[src/rtl/cfg_shadow_pkg.sv]
package cfg_shadow_pkg;
   // interrupt flag positions (shared by enable, status and clear)
   localparam int IRQ_N      = 4;
   localparam int IRQ_LINE   = 0;
   localparam int IRQ_FIFO   = 1;
   localparam int IRQ_XFER   = 2;
   localparam int IRQ_RELOAD = 3;

   // reload request bit positions
   localparam int RLD_N   = 2;
   localparam int RLD_IMM = 0;
   localparam int RLD_VBL = 1;

   // control registers located right after the staging words
   localparam int NUM_CTRL    = 3;
   localparam int OFS_RELOAD  = 0;
   localparam int OFS_IRQ_EN  = 1;
   localparam int OFS_IRQ_CLR = 2;

   typedef logic [IRQ_N-1:0] irq_vec_t;
   typedef logic [RLD_N-1:0] rld_vec_t;
endpackage

[src/rtl/cfg_shadow_bank.sv]
module cfg_shadow_bank #(
   parameter int NUM_REGS = 4,
   parameter int DATA_W   = 32,
   parameter logic [DATA_W-1:0] RESET_VAL = '0
) (
   input  logic                       clk,
   input  logic                       rst_n,
   input  logic [NUM_REGS-1:0]        wr_sel,
   input  logic [DATA_W-1:0]          wr_data,
   input  logic                       copy,
   output logic [NUM_REGS*DATA_W-1:0] active_flat
);
   generate
      for (genvar g = 0; g < NUM_REGS; g++) begin : g_word
         logic [DATA_W-1:0] stage_q;
         logic [DATA_W-1:0] work_q;

         always_ff @(posedge clk or negedge rst_n) begin
            if (!rst_n) begin
               stage_q <= RESET_VAL;
            end else if (wr_sel[g]) begin
               stage_q <= wr_data;
            end
         end

         always_ff @(posedge clk or negedge rst_n) begin
            if (!rst_n) begin
               work_q <= RESET_VAL;
            end else if (copy) begin
               work_q <= stage_q;
            end
         end

         assign active_flat[g*DATA_W +: DATA_W] = work_q;
      end
   endgenerate
endmodule

[src/rtl/cfg_reload_seq.sv]
module cfg_reload_seq
   import cfg_shadow_pkg::*;
(
   input  logic     clk,
   input  logic     rst_n,
   input  logic     req_wr,
   input  rld_vec_t req_bits,
   input  logic     vblank_stb,
   output rld_vec_t pend,
   output logic     copy
);
   rld_vec_t pend_q;
   rld_vec_t drop;
   logic     imm_go;
   logic     vbl_go;

   assign imm_go = pend_q[RLD_IMM];
   assign vbl_go = pend_q[RLD_VBL] & vblank_stb & ~pend_q[RLD_IMM];
   assign copy   = imm_go | vbl_go;

   always_comb begin
      drop = '0;
      if (imm_go) begin
         drop = '1;                 // immediate copy satisfies both requests
      end else if (vbl_go) begin
         drop[RLD_VBL] = 1'b1;
      end
   end

   always_ff @(posedge clk or negedge rst_n) begin
      if (!rst_n) begin
         pend_q <= '0;
      end else begin
         pend_q <= (pend_q & ~drop) | (req_wr ? req_bits : rld_vec_t'('0));
      end
   end

   assign pend = pend_q;
endmodule

[src/rtl/cfg_irq_unit.sv]
module cfg_irq_unit
   import cfg_shadow_pkg::*;
#(
   parameter bit IRQ_OUT_REG = 1'b0
) (
   input  logic     clk,
   input  logic     rst_n,
   input  logic     en_wr,
   input  logic     clr_wr,
   input  irq_vec_t wr_bits,
   input  irq_vec_t events,
   output irq_vec_t flags,
   output irq_vec_t enables,
   output logic     irq
);
   irq_vec_t flag_q;
   irq_vec_t en_q;
   irq_vec_t clr_mask;
   logic     irq_raw;

   assign clr_mask = clr_wr ? wr_bits : irq_vec_t'('0);

   always_ff @(posedge clk or negedge rst_n) begin
      if (!rst_n) begin
         flag_q <= '0;
      end else begin
         flag_q <= (flag_q & ~clr_mask) | events;   // event beats clear
      end
   end

   always_ff @(posedge clk or negedge rst_n) begin
      if (!rst_n) begin
         en_q <= '0;
      end else if (en_wr) begin
         en_q <= wr_bits;
      end
   end

   assign irq_raw = |(flag_q & en_q);

   generate
      if (IRQ_OUT_REG) begin : g_irq_ff
         logic irq_q;
         always_ff @(posedge clk or negedge rst_n) begin
            if (!rst_n) begin
               irq_q <= 1'b0;
            end else begin
               irq_q <= irq_raw;
            end
         end
         assign irq = irq_q;
      end else begin : g_irq_comb
         assign irq = irq_raw;
      end
   endgenerate

   assign flags   = flag_q;
   assign enables = en_q;
endmodule

[src/rtl/cfg_shadow_ctrl.sv]
module cfg_shadow_ctrl
   import cfg_shadow_pkg::*;
#(
   parameter int NUM_REGS = 4,
   parameter int DATA_W   = 32,
   parameter logic [DATA_W-1:0] RESET_VAL = '0,
   parameter bit IRQ_OUT_REG = 1'b0,
   localparam int ADDR_W = $clog2(NUM_REGS + NUM_CTRL)
) (
   input  logic                       clk,
   input  logic                       rst_n,
   input  logic                       wr_en,
   input  logic [ADDR_W-1:0]          wr_addr,
   input  logic [DATA_W-1:0]          wr_data,
   input  logic                       vblank_stb,
   input  logic                       line_stb,
   input  logic                       fifo_urun,
   input  logic                       xfer_err,
   output logic [NUM_REGS*DATA_W-1:0] active_cfg,
   output logic [1:0]                 reload_pend,
   output logic [3:0]                 irq_flags,
   output logic                       irq
);
   localparam int ADDR_RELOAD  = NUM_REGS + OFS_RELOAD;
   localparam int ADDR_IRQ_EN  = NUM_REGS + OFS_IRQ_EN;
   localparam int ADDR_IRQ_CLR = NUM_REGS + OFS_IRQ_CLR;

   generate
      if (NUM_REGS < 1) begin : g_bad_regs
         $error("cfg_shadow_ctrl: NUM_REGS must be at least 1");
      end
      if (DATA_W < IRQ_N) begin : g_bad_width
         $error("cfg_shadow_ctrl: DATA_W must hold the interrupt bits");
      end
   endgenerate

   logic [NUM_REGS-1:0] stage_sel;
   logic                sel_reload;
   logic                sel_en;
   logic                sel_clr;
   logic                copy;
   irq_vec_t            events;
   irq_vec_t            irq_en_q;
   rld_vec_t            pend;
   irq_vec_t            flags;

   generate
      for (genvar g = 0; g < NUM_REGS; g++) begin : g_dec
         assign stage_sel[g] = wr_en && (int'(wr_addr) == g);
      end
   endgenerate

   assign sel_reload = wr_en && (int'(wr_addr) == ADDR_RELOAD);
   assign sel_en     = wr_en && (int'(wr_addr) == ADDR_IRQ_EN);
   assign sel_clr    = wr_en && (int'(wr_addr) == ADDR_IRQ_CLR);

   cfg_shadow_bank #(
      .NUM_REGS (NUM_REGS),
      .DATA_W   (DATA_W),
      .RESET_VAL(RESET_VAL)
   ) u_bank (
      .clk        (clk),
      .rst_n      (rst_n),
      .wr_sel     (stage_sel),
      .wr_data    (wr_data),
      .copy       (copy),
      .active_flat(active_cfg)
   );

   cfg_reload_seq u_seq (
      .clk       (clk),
      .rst_n     (rst_n),
      .req_wr    (sel_reload),
      .req_bits  (wr_data[RLD_N-1:0]),
      .vblank_stb(vblank_stb),
      .pend      (pend),
      .copy      (copy)
   );

   always_comb begin
      events             = '0;
      events[IRQ_LINE]   = line_stb;
      events[IRQ_FIFO]   = fifo_urun;
      events[IRQ_XFER]   = xfer_err;
      events[IRQ_RELOAD] = copy;
   end

   cfg_irq_unit #(
      .IRQ_OUT_REG(IRQ_OUT_REG)
   ) u_irq (
      .clk    (clk),
      .rst_n  (rst_n),
      .en_wr  (sel_en),
      .clr_wr (sel_clr),
      .wr_bits(wr_data[IRQ_N-1:0]),
      .events (events),
      .flags  (flags),
      .enables(irq_en_q),
      .irq    (irq)
   );

   assign reload_pend = pend;
   assign irq_flags   = flags;
endmodule

[config.mk]
export PLATFORM = sky130hd
export DESIGN_NAME = cfg_shadow_ctrl
export DESIGN_NICKNAME = d
export VERILOG_FILES = /design/src/rtl/cfg_shadow_pkg.sv /design/src/rtl/cfg_shadow_bank.sv /design/src/rtl/cfg_reload_seq.sv /design/src/rtl/cfg_irq_unit.sv /design/src/rtl/cfg_shadow_ctrl.sv
export SDC_FILE = /design/constraint.sdc
export NUM_CORES = 1
export LEC_CHECK = 0
export BUFFER_PORTS_ARGS = -buffer_cell sky130_fd_sc_hd__buf_2
export CAP_MARGIN = 20
export CORE_UTILIZATION = 58
export CTS_BUF_LIST = sky130_fd_sc_hd__clkbuf_4 sky130_fd_sc_hd__clkbuf_8 sky130_fd_sc_hd__clkbuf_16
export DETAILED_ROUTE_END_ITERATION = 8
export GPL_TIMING_DRIVEN = 1
export PLACE_DENSITY = 0.86
export RECOVER_POWER = 50
export SLEW_MARGIN = 20
export SYNTH_ARGS = -nofsm -noshare
export SYNTH_HDL_FRONTEND = slang
export SYNTH_HIERARCHICAL = 1
export SYNTH_SLANG_ARGS = --single-unit
[constraint.sdc]
create_clock -name clk -period 3.09 [get_ports clk]
set_input_delay 0.309 -clock clk [delete_from_list [all_inputs] [get_ports clk]]
set_output_delay 0.309 -clock clk [all_outputs]
set_load 0.02 [all_outputs]
# After elaboration in Yosys (flattened, before gate mapping)
# Cells that the tools add are included.
# word_totals
regBits	266
wordCells	42
out_inout_bits	135
inputBits	42
# classes
n_mux	5
n_reduce_logical	9
n_bitwise	11
n_eq_ne	6
# ops
cell	count
$eq 3x3->1 const B	4
$and 4x4->4	2
$logic_and 1x1->1	7
$eq 3x2->1 const B	2
$mux 4	1
$not 4->4	1
$or 4x4->4	1
$reduce_or 4->1	1
$logic_not 3->1	1
$mux 1	3
$and 1x1->1	2
$and 2x2->2	1
$mux 2	1
$not 2->2	1
$or 2x2->2	1
$not 1->1	1
$or 1x1->1	1

# Logic depth before layout (Yosys ltp)
# logic_depth
ltp_word	7
ltp_mapped	4
mapped_depth_nobuf	3

# Modules after synthesis
# The synthesis kept the hierarchy.
# by_module_without_submodules
mod	seq_area_each_um2	cells_each	n_inst	area_each_um2
cfg_shadow_bank	6406.1	542	1	9621.7
cfg_irq_unit	200.2	23	1	309.0
cfg_shadow_ctrl	0.0	7	1	86.3
cfg_reload_seq	50.0	6	1	77.6

# Worst setup path after synthesis
# Ideal clock, no wire load.
# synth_path
kind	register to register
start	reg u_seq.pend_q[1] (netlist: u_seq/pend[1])
end	reg u_bank.g_word[0].work_q[10]
slack_ps	1698
path_stages_with_launch	5
setup_time_ps	125
synth_period_minus_slack_ps	1392
required_ps	2965
t_arrival_ps	1268
n_path_buf	2
cell_sequence	dfrtp_1 > a21o_2 > buf_6 > clkbuf_8 > mux2_2
# synth_between
elab_chain_cells	3
# synth_rtl
element	line	rtl
from (decl)	cfg_reload_seq.sv:12	rld_vec_t pend_q;
from (signal assigned)	cfg_reload_seq.sv:34	pend_q <= (pend_q & ~drop) | (req_wr ? req_bits : rld_vec_t'('0));
$and 1x1->1 (2 in series)	cfg_reload_seq.sv:18	assign vbl_go = pend_q[RLD_VBL] & vblank_stb & ~pend_q[RLD_IMM];
$or 1x1->1	cfg_reload_seq.sv:19	assign copy = imm_go | vbl_go;
net copy	cfg_shadow_ctrl.sv:41	logic copy;
to (signal assigned)	cfg_shadow_bank.sv:30	work_q <= stage_q;
to (decl)	cfg_shadow_bank.sv:16	logic [DATA_W-1:0] work_q;
# The timed path passes the listed nets, and every way through them passes these cells.
# A chain may end at the register's enable or synchronous reset.

# Final worst setup path
# layout_path
start	in wr_addr[0]
end	reg u_bank.g_word[2].stage_q[11]
# layout_between
elab_chain_cells	2
# layout_rtl
element	line	rtl
from (decl)	cfg_shadow_ctrl.sv:13	input logic [ADDR_W-1:0] wr_addr,
$eq 3x3->1	cfg_shadow_ctrl.sv:49	assign stage_sel[g] = wr_en && (int'(wr_addr) == g);
$logic_and 1x1->1	cfg_shadow_ctrl.sv:49	
net stage_sel[2]	cfg_shadow_ctrl.sv:37	logic [NUM_REGS-1:0] stage_sel;
to (signal assigned)	cfg_shadow_bank.sv:22	stage_q <= wr_data;
to (decl)	cfg_shadow_bank.sv:15	logic [DATA_W-1:0] stage_q;
# The timed path passes the listed nets, and every way through them passes these cells.

==> results.sh <==
export IMPL_synth_warnings=6
export IMPL_hpwl_mm=13.1
export IMPL_grt_pass1_wl_mm=33.1
export IMPL_start_util_pct=60.2
export IMPL_drc=0
export IMPL_crit_path_end_kind="flop"
export IMPL_wl_mm=20.5
export IMPL_cp_common_cell="clkbuf_1"
export IMPL_worst_path_max_fanout=18
export IMPL_hold_class="input port to flop"
export IMPL_arrival_ns=2.78
export IMPL_post_cts_setup_buffers=0
export IMPL_path_delay_family="buffers and inverters"
export IMPL_final_common_cell="dfrtp_1"
export IMPL_failed_checks="capacitance limit, slew limit"
export IMPL_dieArea_sq_mm=0.0179
export IMPL_io_buffer_count=176
export IMPL_startpoint_type="input port"
export IMPL_drive_above_1_share_pct=44.4
export IMPL_syn_instance_count=578
export IMPL_synth_area_leader_cell="dfrtp_1"
export IMPL_vdd_drop_max_uv=490
export IMPL_synth_nets=620
export IMPL_clockBufferDepth=3
export IMPL_setup_viol=0
export IMPL_cts_resized=0
export IMPL_synth_area_per_cell_sq_um=17.5
export IMPL_clock_sinks=266
export IMPL_syn_area_sq_mm=0.0101
export IMPL_hold_viol_final=0
export IMPL_tns_ns=0
export IMPL_clk_latency_ns=0.50
export IMPL_cts_tree="built"
export IMPL_grt_pass1_vias=6138
export IMPL_numCtsBuffers=25
export IMPL_grt_remaining_overflow=0
export IMPL_tightestPinTransition_ns=1.70
export IMPL_fmax_mhz=417
export IMPL_vias=5514
export IMPL_rsz0062_at_grt="false"
export IMPL_p_per_area_mw_per_mm2=953
export IMPL_synth_top_area_share_pct=65.9
export IMPL_synth_area_top_cells="dfrtp_1, mux2_2, buf_6"
export IMPL_via_per_inst=5.53
export IMPL_core_sq_mm=0.0168
export IMPL_drtPass1Iterations=4
export IMPL_outcome="finished, violations left"
export IMPL_seq_area_frac_synth_pct=65.9
export IMPL_wl_per_cell_um=20.5
export IMPL_slowest_stage="clkbuf_1"
export IMPL_fin_crit_ns=2.40
export IMPL_place_gp_congestion=0.777
export IMPL_antenna_cells=0
export IMPL_ys_seq_elements=266
export IMPL_grtUsageTotal_pct=23.7
export IMPL_rows=47
export IMPL_ant_nets=0
export IMPL_antenna_found_initial=0
export IMPL_path_cells="clkbuf_1 -> and4bb_1 -> clkbuf_1 -> mux2_2"
export IMPL_area_growth_pct=15.9
export IMPL_grt_max_degree=103
export IMPL_cts_htree_levels=1
export IMPL_first_iter_violations=226
export IMPL_leakage_nw=5.13
export IMPL_period_share_pct=77.6
export IMPL_io_pins=177
export IMPL_synth_cell_type_count=16
export IMPL_stdcell_count=997
export IMPL_crit_type="input port to flop"
export IMPL_dp_cells=953
export IMPL_cp_required_ns=3.47
export IMPL_ctsRootBufferMaster="clkbuf_16"
export IMPL_fp_dieW_um=134
export IMPL_drv_cap=1
export IMPL_die_y_um=134
export IMPL_final_cell_mix="dfrtp_1, mux2_2, clkbuf_1"
export IMPL_crit_buf_inv=2
export IMPL_clock_skew_ns=0.00767
export IMPL_clkTransAtPathRegs_ns=0.06
export IMPL_critical_path_max_stage_delay_ns=0.99
export IMPL_slew_violations=33
export IMPL_maxSlewHeadroom_pct=-13.1
export IMPL_layout_nets=805
metrics by stage:
step	total power [mW]	setup WS [ns]	cell area [sq um]	hold slack (ns)	utilization, %
3_3_place_gp	8.18	1.19	11100	0.394	66.0
3_5_place_dp	8.38	1.14	11100	0.412	66.0
4_1_cts	11.4	1.13	11900	0.0209	71.0
2_1_floorplan	7.09	1.70	10100	0.0134	-
5_1_grt	11.7	0.579	11700	0.0420	69.8
6_report	11.2	0.691	11700	0.0382	69.8
report_power, final:
group | switching, mW | leakage (nW) | internal, mW
clock | 1.23 | 0.408 | 1.80
combinational | 1.75 | 1.50 | 1.15
sequential | 0.625 | 3.22 | 4.60
total | 3.60 | 5.13 | 7.55
path summary, 6_finish.rpt:
| path | start | end | slack, ns | cells past startpoint |
|---|---|---|---|---|
| hold / removal | xfer_err | u_irq/flags[2]$_DFF_PN0_ | 0.04 | 2 |
| max in group asynchronous | rst_n | u_bank/g_word[1].work_q[9]$_DFFE_PN0P_ | 1.65 | 3 |
| hold reg to reg | u_bank/g_word[3].stage_q[22]$_DFFE_PN0P_ | u_bank/g_word[3].stage_q[22]$_DFFE_PN0P_ | 0.49 | 1 |
| setup reg to reg | u_seq/pend[1]$_DFF_PN0_ | u_bank/g_word[2].work_q[12]$_DFFE_PN0P_ | 1.13 | 3 |
| setup / recovery | wr_addr[0] | u_bank/g_word[2].stage_q[11]$_DFFE_PN0P_ | 0.69 | 4 |
| min in group asynchronous | rst_n | u_bank/g_word[1].stage_q[1]$_DFFE_PN0P_ | 0.42 | 2 |
cell type report:
class | count | area, sq um
multi-input combinational | 282 | 3100
tap | 220 | 275
timing repair buffer | 188 | 855
sequential | 266 | 6660
clock inverter | 8 | 92.6
clock buffer | 33 | 723
fill | 1147 | 5060
flip-flops by register name, indices dropped and copies added, names as in the netlist:
signal                 count
u_seq/pend                 2
u_bank/g_word.work_q     128
u_bank/g_word.stage_q    128
u_irq/enables              4
u_irq/flags                4
per-layer routing:
layer	vias to the layer above	track usage (%)	wire length, um
li1	2412	-	-
met1	2900	29.7	8270
met2	158	40.5	10400
met3	44	5.71	1300
met4	0	7.77	518
met5	-	0	0
cell usage after synthesis:
| master | n |
|---|---|
| a21o_1 | 4 |
| a21o_2 | 1 |
| a22o_1 | 1 |
| a22oi_1 | 2 |
| and2_1 | 1 |
| and4b_2 | 3 |
| and4bb_2 | 3 |
| buf_6 | 18 |
| clkbuf_2 | 4 |
| clkbuf_8 | 8 |
| dfrtp_1 | 266 |
| mux2_1 | 13 |
| mux2_2 | 247 |
| nand2_1 | 5 |
| nor2_1 | 1 |
| nor4b_2 | 1 |
worst register-to-register path: stages, from the launching register on:
cell	delay (ns)
dfrtp_1	0.39
a21o_4	0.49
buf_4	0.53
mux2_2	0.42
cell families after synthesis:
logic type             count (synthesis)  share of synthesized area (%)
buffers and inverters                 30                           3.30
AOI/OAI and AO/OA                      8                          0.620
muxes                                260                           29.0
DFF                                  266                           65.9
and+or+nand+nor                       14                           1.14
what timing repair did:
action | in CTS | in global routing
endpoints found under the hold margin | 101 | 0
endpoints found under the setup margin | 0 | 0
hold buffers | 3 | 0
No activity file was read; power rests on OpenSTA's default activity.
